===== src/rtl/slowbus_pkg.sv =====
package slowbus_pkg;

    typedef enum logic [2:0] {
        ST_IDLE,
        ST_ARM,
        ST_RUN,
        ST_TERM,
        ST_DONE,
        ST_GRANT
    } bus_state_e;

endpackage


===== src/rtl/slowbus_edge_det.sv =====
module slowbus_edge_det (
    input  logic clk,
    input  logic rst_n,
    input  logic sclk,
    output logic rise_evt,
    output logic fall_evt
);
    logic sclk_d, sclk_q;

    always_comb sclk_d = sclk;

    always_ff @(posedge clk or negedge rst_n) begin
        if (!rst_n) sclk_q <= 1'b0;
        else        sclk_q <= sclk_d;
    end

    assign rise_evt = sclk & ~sclk_q;
    assign fall_evt = ~sclk & sclk_q;
endmodule


===== src/rtl/slowbus_in_sync.sv =====
module slowbus_in_sync #(
    parameter int WIDTH  = 2,
    parameter int STAGES = 2
) (
    input  logic             clk,
    input  logic             rst_n,
    input  logic             adv,
    input  logic [WIDTH-1:0] async_in,
    output logic [WIDTH-1:0] sync_out
);
    logic [WIDTH-1:0] stg_d [STAGES];
    logic [WIDTH-1:0] stg_q [STAGES];

    always_comb begin
        for (int i = 0; i < STAGES; i++) stg_d[i] = stg_q[i];
        if (adv) begin
            stg_d[0] = async_in;
            for (int i = 1; i < STAGES; i++) stg_d[i] = stg_q[i-1];
        end
    end

    always_ff @(posedge clk or negedge rst_n) begin
        if (!rst_n) begin
            for (int i = 0; i < STAGES; i++) stg_q[i] <= '1;
        end else begin
            for (int i = 0; i < STAGES; i++) stg_q[i] <= stg_d[i];
        end
    end

    assign sync_out = stg_q[STAGES-1];
endmodule


===== src/rtl/slowbus_cycle_fsm.sv =====
module slowbus_cycle_fsm
    import slowbus_pkg::*;
#(
    parameter int ACK_SAMPLE_CLK = 3,
    parameter int WR_DS_DELAY    = 1
) (
    input  logic clk,
    input  logic rst_n,
    input  logic rise_evt,
    input  logic fall_evt,
    input  logic cpu_as_n,
    input  logic cpu_uds_n,
    input  logic cpu_lds_n,
    input  logic cpu_rw,
    input  logic ack_s_n,
    input  logic br_s_n,
    output logic mb_as_n,
    output logic mb_uds_n,
    output logic mb_lds_n,
    output logic mb_rw,
    output logic cpu_dtack_n,
    output logic mb_bg_n
);
    localparam int CW = $clog2(ACK_SAMPLE_CLK + 1);
    localparam logic [CW-1:0] CNT_MAX  = CW'(ACK_SAMPLE_CLK);
    localparam logic [CW-1:0] CNT_ACK  = CW'(ACK_SAMPLE_CLK - 1);
    localparam logic [CW-1:0] CNT_DS   = CW'(WR_DS_DELAY);
    localparam bit            DS_NOW   = (WR_DS_DELAY == 0);

    typedef struct packed {
        bus_state_e    st;
        logic [CW-1:0] cnt;
        logic          ds_on;
        logic          as_n;
        logic          uds_n;
        logic          lds_n;
        logic          rw;
        logic          dtack_n;
        logic          bg_n;
    } fsm_regs_t;

    localparam fsm_regs_t RESET_REGS = '{
        st: ST_IDLE, cnt: '0, ds_on: 1'b0, as_n: 1'b1, uds_n: 1'b1,
        lds_n: 1'b1, rw: 1'b1, dtack_n: 1'b1, bg_n: 1'b1
    };

    fsm_regs_t r_d, r_q;

    always_comb begin
        r_d = r_q;
        unique case (r_q.st)
            ST_IDLE: begin
                if (rise_evt) begin
                    if (!br_s_n) begin
                        r_d.st   = ST_GRANT;
                        r_d.bg_n = 1'b0;
                    end else if (!cpu_as_n) begin
                        r_d.st = ST_ARM;
                    end
                end
            end
            ST_ARM: begin
                if (rise_evt) begin
                    r_d.st   = ST_RUN;
                    r_d.as_n = 1'b0;
                    r_d.cnt  = CW'(1);
                    r_d.rw   = cpu_rw;
                    if (cpu_rw || DS_NOW) begin
                        r_d.ds_on = 1'b1;
                        r_d.uds_n = cpu_uds_n;
                        r_d.lds_n = cpu_lds_n;
                    end
                end
            end
            ST_RUN: begin
                if (rise_evt) begin
                    if (r_q.cnt != CNT_MAX) r_d.cnt = r_q.cnt + CW'(1);
                    if (!r_q.ds_on && r_q.cnt == CNT_DS) begin
                        r_d.ds_on = 1'b1;
                        r_d.uds_n = cpu_uds_n;
                        r_d.lds_n = cpu_lds_n;
                    end
                    if (r_q.cnt >= CNT_ACK && !ack_s_n) r_d.st = ST_TERM;
                end
            end
            ST_TERM: begin
                if (fall_evt) begin
                    r_d.st      = ST_DONE;
                    r_d.as_n    = 1'b1;
                    r_d.uds_n   = 1'b1;
                    r_d.lds_n   = 1'b1;
                    r_d.ds_on   = 1'b0;
                    r_d.rw      = 1'b1;
                    r_d.dtack_n = 1'b0;
                end
            end
            ST_DONE: begin
                if (cpu_as_n) begin
                    r_d.st      = ST_IDLE;
                    r_d.dtack_n = 1'b1;
                end
            end
            ST_GRANT: begin
                if (rise_evt && br_s_n) begin
                    r_d.st   = ST_IDLE;
                    r_d.bg_n = 1'b1;
                end
            end
            default: r_d = RESET_REGS;
        endcase
    end

    always_ff @(posedge clk or negedge rst_n) begin
        if (!rst_n) r_q <= RESET_REGS;
        else        r_q <= r_d;
    end

    assign mb_as_n     = r_q.as_n;
    assign mb_uds_n    = r_q.uds_n;
    assign mb_lds_n    = r_q.lds_n;
    assign mb_rw       = r_q.rw;
    assign cpu_dtack_n = r_q.dtack_n;
    assign mb_bg_n     = r_q.bg_n;
endmodule


===== src/rtl/slowbus_bridge.sv =====
module slowbus_bridge #(
    parameter int ACK_SAMPLE_CLK = 3,
    parameter int WR_DS_DELAY    = 1,
    parameter int SYNC_STAGES    = 2
) (
    input  logic clk,
    input  logic rst_n,
    input  logic sclk,
    input  logic cpu_as_n,
    input  logic cpu_uds_n,
    input  logic cpu_lds_n,
    input  logic cpu_rw,
    input  logic mb_dtack_n,
    input  logic mb_br_n,
    output logic mb_as_n,
    output logic mb_uds_n,
    output logic mb_lds_n,
    output logic mb_rw,
    output logic cpu_dtack_n,
    output logic mb_bg_n
);
    logic       rise_evt, fall_evt;
    logic [1:0] mb_sync;

    slowbus_edge_det u_edge (
        .clk      (clk),
        .rst_n    (rst_n),
        .sclk     (sclk),
        .rise_evt (rise_evt),
        .fall_evt (fall_evt)
    );

    slowbus_in_sync #(.WIDTH(2), .STAGES(SYNC_STAGES)) u_sync (
        .clk      (clk),
        .rst_n    (rst_n),
        .adv      (rise_evt),
        .async_in ({mb_br_n, mb_dtack_n}),
        .sync_out (mb_sync)
    );

    slowbus_cycle_fsm #(
        .ACK_SAMPLE_CLK (ACK_SAMPLE_CLK),
        .WR_DS_DELAY    (WR_DS_DELAY)
    ) u_fsm (
        .clk         (clk),
        .rst_n       (rst_n),
        .rise_evt    (rise_evt),
        .fall_evt    (fall_evt),
        .cpu_as_n    (cpu_as_n),
        .cpu_uds_n   (cpu_uds_n),
        .cpu_lds_n   (cpu_lds_n),
        .cpu_rw      (cpu_rw),
        .ack_s_n     (mb_sync[0]),
        .br_s_n      (mb_sync[1]),
        .mb_as_n     (mb_as_n),
        .mb_uds_n    (mb_uds_n),
        .mb_lds_n    (mb_lds_n),
        .mb_rw       (mb_rw),
        .cpu_dtack_n (cpu_dtack_n),
        .mb_bg_n     (mb_bg_n)
    );
endmodule


===== config.mk =====
export PLATFORM = sky130hd
export DESIGN_NAME = slowbus_bridge
export DESIGN_NICKNAME = d
export VERILOG_FILES = /design/src/rtl/slowbus_pkg.sv /design/src/rtl/slowbus_edge_det.sv /design/src/rtl/slowbus_in_sync.sv /design/src/rtl/slowbus_cycle_fsm.sv /design/src/rtl/slowbus_bridge.sv
export SDC_FILE = /design/constraint.sdc
export NUM_CORES = 1
export LEC_CHECK = 0
export BUFFER_PORTS_ARGS = -buffer_cell sky130_fd_sc_hd__buf_4
export CAP_MARGIN = 20
export CORE_MARGIN = 2
export CORE_UTILIZATION = 50
export CTS_CLUSTER_DIAMETER = 50
export DETAILED_ROUTE_END_ITERATION = 12
export PLACE_DENSITY = 0.74
export SYNTH_ARGS = -nofsm -noshare
export SYNTH_HDL_FRONTEND = slang
export SYNTH_SLANG_ARGS = --single-unit

===== constraint.sdc =====
create_clock -name clk -period 2.04 [get_ports clk]
set_input_delay 0.306 -clock clk [delete_from_list [all_inputs] [get_ports clk]]
set_output_delay 0.306 -clock clk [all_outputs]
set_load 0.03 [all_outputs]

==> flow_summary.toml <==
[cells_and_area]
n_fill_cell = 191
final_cells = 150
diodes = 0
layout_commonest_cell = "buf_4"
layout_common_cells = "buf_4 (19), nand2_1 (15), a21oi_1 (10), dfstp_2 (10)"
area_delta_synth_final_pct = 18.1
multiInputGateArea_um2 = 517
nNetsFinal = 136
drive_above_1_share = 0.317
ff_latch_area_um2 = 438

[route]
drt_iter0_drc = 15
wl_um = 1890
wl_per_cell_um = 12.6
drc = 0
vias = 796
drt_pass1_iterations = 4
routed_via_density = 5.31
detail-route-antenna-nets = 0

[synthesis]
ys_top_cells_by_area = "dfstp_2 (26%), dfrtp_1 (17%), nand2_1 (5.6%)"
syn_nets = 118
synth_xor_area_frac = 0.00874
avgSynthCellArea_um2 = 9.45
dominantRegCellSynth = "dfstp_2"
synth_top_family_by_area = "simple AND/OR/NAND/NOR gates"
synthSimpleGateAreaFrac = 0.221
synth_seq_area_share = 0.437
synth_area_um2 = 1000
synthArstFlopShare = 1.00
synthCells = 106
yosys.area.top_type = "dfstp_2"
synthMuxAreaShare = 0.0549
synth_edf_count = 0
yosysWarnings = 0
yosysTopAreaCellShare = 0.262
synth.distinct_cells = 38
ys_ff_latch = 17
synth_compound_area_frac = 0.194
synthAdderAreaFrac = 0.0375

[die]
dieWidth_um = 48.8
placementRows = 16
pin_count = 15
start_util = 0.521
die_h_um = 48.8
core-area_um2 = 1920
die_area_um2 = 2380

[sta]
setup_viol = 0
max_slew_margin = 0.786
finClkSkew_ns = 0.00308
finalSetupTns_ns = 0
slew_violations = 0
post-route-min-period_ns = 1.74
rsz0062_at_grt = "no"
max_freq_mhz = 576
hold_viol_final = 0
worst_pin_slew_ns = 0.319
finalCritPeriodShare = 0.851

[status]
status = "finished clean"

[placed_design]
placed_cells_incl_taps = 145
dp_hpwl_um = 1410
gp_congestion = 0.790
numPortBuffers = 14

[grt]
track_usage = 0.171
grt_pass1_vias = 722
antenna_found_initial = 0
grt_pass1_wl_um = 3130
grt_max_degree = 19
overflow = 0

[clocking]
cts.root.buffer_cell = "clkbuf_4"
hold_buffers = 1
post_cts_buffers = 0
clk_latency_ns = 0.30
post_cts_resized = 0
htreeDepth = 1
clockBufferDepth = 2
clk_pin_slew_worst_paths_ns = 0.10
cts_tree = "yes"
clock_sinks = 17
cts_buffers = 3

[worst_hold_path]
hp-class = "input port to flip-flop"

[setup_path]
worstPathRequired_ns = 2.22
crit_path_start_kind = "flip-flop"
cp_max_fo = 7
cp.arrival_ns = 1.92
endpoint_kind = "flip-flop"
critical_path_class = "flip-flop to flip-flop"

[power]
p_per_area_nw_per_um2 = 1410
p_leak_nw = 0.533
peakVddDrop_v = 0.000784

[job]
cap_violations = 0
==> cell families after synthesis <==
| family | Yosys count |
|---|---|
| AO/OA/AOI/OAI | 28 |
| adder cells (fa/ha/maj) | 3 |
| buffers and inverters | 11 |
| XOR/XNOR | 1 |
| AND/OR/NAND/NOR | 41 |
| multiplexers | 5 |
| flip-flops | 17 |
==> path summary, 6_finish.rpt <==
| path | startpoint | end | slack (ns) | cells past startpoint |
|---|---|---|---|---|
| min in group asynchronous | rst_n | u_fsm.r_q[9] | 0.40 | 2 |
| worst max register to register | u_edge.sclk_q | u_fsm.r_q[7] | 0.30 | 5 |
| worst max-delay path | u_edge.sclk_q | u_fsm.r_q[7] | 0.30 | 5 |
| worst min register to register | u_sync.stg_q[2] | u_sync.sync_out[0] | 0.46 | 2 |
| worst min-delay path | sclk | u_edge.sclk_q | 0.17 | 1 |
| max in group asynchronous | rst_n | u_fsm.mb_lds_n | 1.39 | 2 |
==> metal layers <==
layer / vias up / track usage / routed length, um
met3: 5 / 0.0184 / 63
met2: 17 / 0.297 / 918
li1: 404 / - / -
met1: 370 / 0.211 / 867
met5: - / 0 / 0
met4: 0 / 0.0857 / 40
==> through the flow <==
stage	hold slack, ns	power, mW	worst slack [ns]	cell area (um2)	util
finish	0.173	1.67	0.303	1180	0.616
detailed placement	0.184	1.50	0.312	1150	0.596
CTS	0.173	1.69	0.293	1180	0.616
global route	0.171	1.80	0.187	1180	0.616
global placement	0.186	1.47	0.417	1150	0.596
floorplan	0.0104	1.26	0.436	1000	-
==> state kept, by name (all words and copies together), names as in the netlist <==
register           cells
u_fsm.mb_bg_n          1
u_fsm.mb_lds_n         1
u_fsm.mb_uds_n         1
u_sync.stg_q           2
u_fsm.r_q              6
u_sync.sync_out        2
u_edge.sclk_q          1
u_fsm.cpu_dtack_n      1
u_fsm.mb_as_n          1
u_fsm.mb_rw            1
==> worst max-delay path, cell delays in order, from the launching register on <==
cell and delay (ns):
dfrtp_1 0.44, and2b_1 0.30, buf_4 0.17, nand2b_1 0.11
o21ai_1 0.24, mux2_1 0.36
==> synth_stat cells, drive strengths merged (2+ instances only) <==
cell type,instances
a21oi,10
a31oi,3
and2b,2
buf,3
clkbuf,4
dfrtp,7
dfstp,10
ha,3
inv,4
mux2,4
nand2,15
nand2b,4
nand3b,2
nor2,7
nor2b,3
o21ai,6
or2,2
or3,2
==> layout make-up <==
cell class | instances | area share
repair buffers | 20 | 0.129
well taps | 27 | 0.0285
clock inverters | 1 | 0.00423
flip-flops and latches | 17 | 0.370
inverters | 4 | 0.0127
clock buffers | 3 | 0.0190
multi-input cells | 78 | 0.437
==> power breakdown <==
group | switching [mW] | leakage (nW) | internal (mW) | total, mW
logic | 0.494 | 0.323 | 0.411 | 0.905
clock network | 0.113 | 0.0177 | 0.0731 | 0.186
registers | 0.0889 | 0.192 | 0.493 | 0.582
(Power assumes the default switching activity.)
